File: config.mk
export PLATFORM = sky130hd
export DESIGN_NAME = ratio_cmd_rx
export DESIGN_NICKNAME = d
export VERILOG_FILES = /design/src/rtl/rcr_pkg.sv /design/src/rtl/rcr_edge_stamp.sv /design/src/rtl/rcr_bit_class.sv /design/src/rtl/rcr_frame.sv /design/src/rtl/rcr_ack.sv /design/src/rtl/ratio_cmd_rx.sv
export SDC_FILE = /design/constraint.sdc
export NUM_CORES = 1
export LEC_CHECK = 0
export ABC_AREA = 1
export BUFFER_PORTS_ARGS = -buffer_cell sky130_fd_sc_hd__clkbuf_2
export CAP_MARGIN = 30
export CORE_ASPECT_RATIO = 0.75
export CORE_MARGIN = 4
export CORE_UTILIZATION = 35
export DETAILED_ROUTE_END_ITERATION = 8
export MAX_ROUTING_LAYER = met4
export PLACE_DENSITY = 0.62
export SYNTH_ARGS = -nofsm -noshare
export SYNTH_HDL_FRONTEND = slang
export SYNTH_SLANG_ARGS = --single-unit
File: constraint.sdc
create_clock -name clk -period 3.2 [get_ports clk]
set_input_delay 0.64 -clock clk [delete_from_list [all_inputs] [get_ports clk]]
set_output_delay 0.64 -clock clk [all_outputs]
set_load 0.05 [all_outputs]
File: src/rtl/rcr_pkg.sv
package rcr_pkg;
  typedef enum logic {
    RX_IDLE = 1'b0,
    RX_BUSY = 1'b1
  } rx_state_e;
endpackage

File: src/rtl/rcr_edge_stamp.sv
module rcr_edge_stamp #(
  parameter int TS_W = 16
) (
  input  logic            clk,
  input  logic            rst_n,
  input  logic            line_i,
  output logic            fall_o,
  output logic            rise_o,
  output logic [TS_W-1:0] low_len_o,
  output logic [TS_W-1:0] since_rise_o,
  output logic [TS_W-1:0] since_fall_o
);
  logic            line_q;
  logic [TS_W-1:0] now_q, t_fall_q, t_rise_q;
  logic [TS_W-1:0] t_fall_d, t_rise_d;

  assign fall_o = line_q & ~line_i;
  assign rise_o = ~line_q & line_i;

  always_comb begin
    t_fall_d = t_fall_q;
    t_rise_d = t_rise_q;
    if (fall_o) t_fall_d = now_q;
    if (rise_o) t_rise_d = now_q;
  end

  always_ff @(posedge clk or negedge rst_n) begin
    if (!rst_n) begin
      line_q   <= 1'b1;
      now_q    <= '0;
      t_fall_q <= '0;
      t_rise_q <= '0;
    end else begin
      line_q   <= line_i;
      now_q    <= now_q + 1'b1;
      t_fall_q <= t_fall_d;
      t_rise_q <= t_rise_d;
    end
  end

  assign low_len_o    = t_rise_q - t_fall_q;
  assign since_rise_o = now_q - t_rise_q;
  assign since_fall_o = now_q - t_fall_q;
endmodule

File: src/rtl/rcr_bit_class.sv
module rcr_bit_class #(
  parameter int TS_W = 16
) (
  input  logic [TS_W-1:0] low_i,
  input  logic [TS_W-1:0] high_i,
  output logic            bit_o,
  output logic            bad_o
);
  logic [TS_W:0] low_w, high_w, low_x2, high_x2;
  logic          is_zero, is_one;

  assign low_w   = {1'b0, low_i};
  assign high_w  = {1'b0, high_i};
  assign low_x2  = {low_i, 1'b0};
  assign high_x2 = {high_i, 1'b0};

  assign is_zero = (low_w >= high_x2);
  assign is_one  = (high_w >= low_x2);

  assign bit_o = is_one & ~is_zero;
  assign bad_o = ~(is_zero | is_one);
endmodule

File: src/rtl/rcr_frame.sv
module rcr_frame
  import rcr_pkg::*;
#(
  parameter int                TS_W     = 16,
  parameter int                FRAME_W  = 24,
  parameter int                CODE_W   = 9,
  parameter int                ADDR_W   = 8,
  parameter logic [ADDR_W-1:0] DEV_ADDR = 8'h8F,
  parameter int                ACK_POS  = 10
) (
  input  logic              clk,
  input  logic              rst_n,
  input  logic              line_i,
  input  logic              fall_i,
  input  logic              rise_i,
  input  logic              bit_i,
  input  logic              bad_i,
  input  logic [TS_W-1:0]   since_fall_i,
  input  logic [TS_W-1:0]   since_rise_i,
  input  logic [TS_W-1:0]   eos_cycles_i,
  input  logic              ack_busy_i,
  output logic [CODE_W-1:0] code_o,
  output logic              code_valid_o,
  output logic              ack_start_o
);
  localparam int CNT_W   = $clog2(FRAME_W + 2);
  localparam int CNT_MAX = FRAME_W + 1;

  rx_state_e          state_q, state_d;
  logic [FRAME_W-1:0] sr_q, sr_d;
  logic [CNT_W-1:0]   cnt_q, cnt_d;
  logic               err_q, err_d;
  logic [CODE_W-1:0]  code_q, code_d;
  logic               valid_q, valid_d;
  logic               eos_hit, hi_abort, addr_ok, len_ok, accept;

  assign addr_ok  = (sr_q[FRAME_W-1 -: ADDR_W] == DEV_ADDR);
  assign len_ok   = (cnt_q == CNT_W'(FRAME_W));
  assign accept   = addr_ok & len_ok & ~err_q;
  assign eos_hit  = (state_q == RX_BUSY) && !line_i && !fall_i &&
                    (since_fall_i >= eos_cycles_i);
  assign hi_abort = (state_q == RX_BUSY) && line_i && !rise_i &&
                    (since_rise_i >= eos_cycles_i);

  always_comb begin
    state_d     = state_q;
    sr_d        = sr_q;
    cnt_d       = cnt_q;
    err_d       = err_q;
    code_d      = code_q;
    valid_d     = 1'b0;
    ack_start_o = 1'b0;
    case (state_q)
      RX_IDLE: begin
        if (fall_i && !ack_busy_i) begin
          state_d = RX_BUSY;
          cnt_d   = '0;
          err_d   = 1'b0;
        end
      end
      RX_BUSY: begin
        if (fall_i) begin
          sr_d  = {bit_i, sr_q[FRAME_W-1:1]};
          err_d = err_q | bad_i;
          if (cnt_q != CNT_W'(CNT_MAX)) cnt_d = cnt_q + 1'b1;
        end else if (eos_hit) begin
          state_d = RX_IDLE;
          if (accept) begin
            code_d      = sr_q[CODE_W-1:0];
            valid_d     = 1'b1;
            ack_start_o = sr_q[ACK_POS];
          end
        end else if (hi_abort) begin
          state_d = RX_IDLE;
        end
      end
      default: state_d = RX_IDLE;
    endcase
  end

  always_ff @(posedge clk or negedge rst_n) begin
    if (!rst_n) begin
      state_q <= RX_IDLE;
      sr_q    <= '0;
      cnt_q   <= '0;
      err_q   <= 1'b0;
      code_q  <= '1;
      valid_q <= 1'b0;
    end else begin
      state_q <= state_d;
      sr_q    <= sr_d;
      cnt_q   <= cnt_d;
      err_q   <= err_d;
      code_q  <= code_d;
      valid_q <= valid_d;
    end
  end

  assign code_o       = code_q;
  assign code_valid_o = valid_q;
endmodule

File: src/rtl/rcr_ack.sv
module rcr_ack #(
  parameter int ACK_DLY = 8,
  parameter int ACK_LEN = 64
) (
  input  logic clk,
  input  logic rst_n,
  input  logic start_i,
  output logic pull_o,
  output logic busy_o
);
  localparam int TOT = ACK_DLY + ACK_LEN;
  localparam int CW  = $clog2(TOT + 1);

  logic [CW-1:0] cnt_q, cnt_d;

  always_comb begin
    cnt_d = cnt_q;
    if (start_i)            cnt_d = CW'(TOT);
    else if (cnt_q != '0)   cnt_d = cnt_q - 1'b1;
  end

  always_ff @(posedge clk or negedge rst_n) begin
    if (!rst_n) cnt_q <= '0;
    else        cnt_q <= cnt_d;
  end

  assign busy_o = (cnt_q != '0);
  assign pull_o = (cnt_q != '0) && (cnt_q <= CW'(ACK_LEN));
endmodule

File: src/rtl/ratio_cmd_rx.sv
module ratio_cmd_rx #(
  parameter int                TS_W     = 16,
  parameter int                FRAME_W  = 24,
  parameter int                CODE_W   = 9,
  parameter int                ADDR_W   = 8,
  parameter logic [ADDR_W-1:0] DEV_ADDR = 8'h8F,
  parameter int                ACK_POS  = 10,
  parameter int                ACK_DLY  = 8,
  parameter int                ACK_LEN  = 64
) (
  input  logic              clk,
  input  logic              rst_n,
  input  logic              line_i,
  input  logic [TS_W-1:0]   eos_cycles_i,
  output logic [CODE_W-1:0] code_o,
  output logic              code_valid_o,
  output logic              ack_pull_o
);
  logic            fall, rise, bit_val, bit_bad, ack_start, ack_busy;
  logic [TS_W-1:0] low_len, since_rise, since_fall;

  rcr_edge_stamp #(.TS_W(TS_W)) u_stamp (
    .clk          (clk),
    .rst_n        (rst_n),
    .line_i       (line_i),
    .fall_o       (fall),
    .rise_o       (rise),
    .low_len_o    (low_len),
    .since_rise_o (since_rise),
    .since_fall_o (since_fall)
  );

  rcr_bit_class #(.TS_W(TS_W)) u_class (
    .low_i  (low_len),
    .high_i (since_rise),
    .bit_o  (bit_val),
    .bad_o  (bit_bad)
  );

  rcr_frame #(
    .TS_W     (TS_W),
    .FRAME_W  (FRAME_W),
    .CODE_W   (CODE_W),
    .ADDR_W   (ADDR_W),
    .DEV_ADDR (DEV_ADDR),
    .ACK_POS  (ACK_POS)
  ) u_frame (
    .clk          (clk),
    .rst_n        (rst_n),
    .line_i       (line_i),
    .fall_i       (fall),
    .rise_i       (rise),
    .bit_i        (bit_val),
    .bad_i        (bit_bad),
    .since_fall_i (since_fall),
    .since_rise_i (since_rise),
    .eos_cycles_i (eos_cycles_i),
    .ack_busy_i   (ack_busy),
    .code_o       (code_o),
    .code_valid_o (code_valid_o),
    .ack_start_o  (ack_start)
  );

  rcr_ack #(.ACK_DLY(ACK_DLY), .ACK_LEN(ACK_LEN)) u_ack (
    .clk     (clk),
    .rst_n   (rst_n),
    .start_i (ack_start),
    .pull_o  (ack_pull_o),
    .busy_o  (ack_busy)
  );
endmodule

==> results.yml <==
synth:
  synth_area_sq_um: 8070
  ys_types: 45
  synth_seq_area_share_pct: 30.2
  synthCells: 1062
  synth_edf_count: 0
  synth-main-ff-cell: "dfrtp_1"
  synthArstFlopShare_pct: 100
  synth-seq-cells: 97
  synth_fp_nets: 1197
  yosysWarningCount: 0
  synth_area_per_cell_sq_um: 7.60
timing:
  rsz0062_at_grt: "true"
  fin_crit_sh_pct: 100
  fin_crit_ns: 3.20
  fmax_ghz: 0.313
  skew_ns: 0.0130
  drv_slew: 0
  setup_viol: 0
  hold_viol_final: 0
  tns_ns: 0
  holdWs_ns: 0.324
  relSlewSlack_pct: 55.4
  tightest_slew_ns: 0.670
cts:
  clk_latency_ns: 0.36
  clkTransAtPathRegs_ns: 0.08
  htree_levels: 3
  cts.sinks: 97
  cts_root_buf: "clkbuf_16"
  cts-buffers-inserted: 9
  clockBufferDepth: 2
  cts_tree: "yes"
  cts_hold_buf: 0
worst_setup_path:
  r2r-end: "u_frame.code_o[1]$_DFFE_PN1P_"
  slowest_delay_ns: 0.38
  crit_type: "reg2reg"
  crit_chain: "inv_2 -> ha_4 -> nand2_4 -> inv_2 -> nand2_1 -> nand3b_1 -> a21oi_2 -> nand2_2 -> nand4_1 -> nand2_2 -> xor2_1 -> ha_1 -> nand4_1 -> nor3_2 -> nand3_1 -> nand3_4 -> buf_4 -> nand3_4 -> o21ai_2"
  crit_buf_inv: 3
  reg2reg_slack_ns: 0.001
  critPathSlowestCell: "dfrtp_1"
  reg2regPathDepth: 19
  start_kind: "flop"
  arrival_ns: 3.48
  r2r_start: "u_stamp.t_fall_q[9]$_DFFE_PN0P_"
  crit_path_max_fanout: 6
  path_delay_family: "simple AND/OR/NAND/NOR gates"
  path_depth: 19
  cp_data_required_time_ns: 3.48
  end_kind: "flop"
finish:
  design_area_sq_um: 9680
  drive_above_1_share_pct: 21.2
  area_growth_syn_to_layout_pct: 20.0
  fillers: 2186
  diodes: 0
  fin_nets: 1272
floorplanning:
  start_util_pct: 36.1
  rows: 47
  die_x_microns: 183
  ios: 30
  core-area_sq_um: 22300
  die-area_sq_um: 25600
  die_h_microns: 140
place:
  placedInstanceArea_sq_um: 8770
  gp_congestion: 0.933
  hpwl_microns: 16500
  io_buffers: 29
global_route:
  grt_max_degree: 52
  grt_overflow: 0
  grt_pass1_vias: 6485
  antenna_found_initial: 0
  grt_pass1_wl_microns: 33400
  track_usage_pct: 16.8
drt:
  routedWlPerCell_microns: 14.6
  via_per_inst: 4.90
  via_count: 7041
  first_iter_violations: 585
  drt_first_pass_iters: 6
  postRouteAntennaNets: 0
  drc_errors: 0
  drt_wl_total_microns: 21000
power:
  p_total_w: 0.00380
  power.density_nw_per_um2: 393
  p_leak_nw: 5.00
  peakVddDrop_mv: 0.260
min_path:
  min_path_type: "in2async"
flow_run:
  cap_violations: 0
status:
  outcome: "finished clean"
## state kept, by name, summed over array words and instances (netlist names)
signal                count
u_ack.cnt_q               7
u_frame.cnt_q             5
u_frame.code_o            9
u_frame.code_valid_o      1
u_frame.err_q             1
u_frame.sr_q             24
u_frame.state_q           1
u_stamp.line_q            1
u_stamp.now_q            16
u_stamp.t_fall_q         16
u_stamp.t_rise_q         16
## kinds of logic after synthesis
logic type | Yosys count | share of synthesized area, %
AO/OA/AOI/OAI | 172 | 11.8
XOR/XNOR | 58 | 6.29
adder cells (fa/ha/maj) | 116 | 18.3
buffers and inverters | 204 | 9.66
flip-flops | 97 | 30.2
AND/OR/NAND/NOR | 415 | 23.8
## worst register-to-register path, stage by stage, from the launching register on
cell and delay [ns]:
dfrtp_1 0.38, inv_2 0.10, ha_4 0.23, nand2_4 0.09
inv_2 0.03, nand2_1 0.07, nand3b_1 0.11, a21oi_2 0.15
nand2_2 0.12, nand4_1 0.11, nand2_2 0.09, xor2_1 0.16
ha_1 0.33, nand4_1 0.14, nor3_2 0.22, nand3_1 0.16
nand3_4 0.20, buf_4 0.16, nand3_4 0.12, o21ai_2 0.16
## worst max-delay path by stage
stage                                          from                       endpoint
global placement    u_stamp.t_fall_q[7]$_DFFE_PN0P_  u_frame.code_o[6]$_DFFE_PN1P_
floorplan                u_stamp.now_q[0]$_DFF_PN0_   u_frame.sr_q[23]$_DFFE_PN0P_
CTS                 u_stamp.t_fall_q[8]$_DFFE_PN0P_     u_ack.cnt_q[6]$_DFFE_PN0P_
detailed placement  u_stamp.t_fall_q[7]$_DFFE_PN0P_  u_frame.code_o[4]$_DFFE_PN1P_
finish              u_stamp.t_fall_q[9]$_DFFE_PN0P_  u_frame.code_o[1]$_DFFE_PN1P_
global route        u_stamp.t_fall_q[8]$_DFFE_PN0P_     u_ack.cnt_q[0]$_DFFE_PN0P_
## layout make-up
class	count	area (sq um)	area share, %
clock buffer	9	225	2.33
clock inverter	7	95.1	0.982
inverter	193	727	7.51
multi-input combinational	763	5330	55.0
sequential	97	2440	25.2
tap	294	368	3.80
timing repair buffer	73	498	5.14
## through the flow
stage / util [%] / worst slack (ns) / std cells
after floorplan: - / 0.301 / 1062
after global placement: 39.2 / -0.00277 / 1404
after detailed placement: 39.2 / -0.0468 / 1404
after CTS: 40.9 / -0.00385 / 1422
after global routing: 43.3 / -0.151 / 1436
final: 43.3 / 0.00116 / 1436
## cells in the final DEF, fill, tap and decap left out, types with 7 or more instances in the layout
cell / count
nand2_1: 244
inv_1: 173
ha_1: 96
dfrtp_1: 85
o21ai_0: 61
a21oi_1: 49
nor2_1: 45
buf_4: 42
xor2_1: 39
nand3_1: 33
clkbuf_2: 28
a21oi_2: 19
inv_2: 19
nand4_1: 17
nand2_2: 16
o21ai_2: 12
o21ai_1: 10
nand3_2: 10
ha_4: 10
dfstp_2: 10
xor2_2: 9
clkbuf_16: 9
xnor2_1: 8
nand3b_1: 7
a21o_1: 7
nor3_1: 7
ha_2: 7
## routing by layer
metal	wire, microns	vias up	GRT usage, %
met5	0	-	-
met4	268	0	3.33
met3	1180	17	3.03
met2	8040	157	21.5
met1	11500	3287	26.9
li1	-	3580	-
## cell usage after synthesis, types with 2 or more instances
cell	instances	area, sq um
a21oi_1	69	345
xor2_1	49	429
nand4_1	17	106
xnor2_1	9	78.8
dfstp_2	10	263
nand2_2	2	12.5
o21ai_2	10	87.6
inv_1	186	698
o21ai_1	10	50.1
buf_2	3	15.0
nor4_1	4	25.0
fa_1	3	60.1
a21o_1	7	52.6
nor2_2	3	18.8
nor2_1	48	180
nand3_1	39	195
o21bai_1	2	15.0
nor2_4	4	45.0
nor3b_1	4	30.0
nor3_4	5	81.3
a31o_2	3	26.3
inv_2	6	22.5
clkbuf_1	7	26.3
nor3_1	10	50.1
a211oi_1	3	22.5
o21a_1	3	22.5
ha_1	113	1410
dfrtp_1	87	2180
nand3_2	4	40.0
nand2_1	259	972
nand3b_1	7	52.6
o21ai_0	63	315
## timing repair
action / CTS / global route
pin swaps: 5 / 43
setup endpoints to repair: 12 / 20
setup buffers: 1 / 13
hold endpoints to repair: 0 / 0
cloned: 1 / 1
resized for setup: 6 / 104
## where the power goes
part           switching, W  total (W)  internal [W]
Clock              0.000543    0.00118      0.000633
Combinational      0.000821    0.00134      0.000524
Sequential        0.0000256    0.00128       0.00126
Total               0.00139    0.00380       0.00241
(Power assumes the default switching activity.)
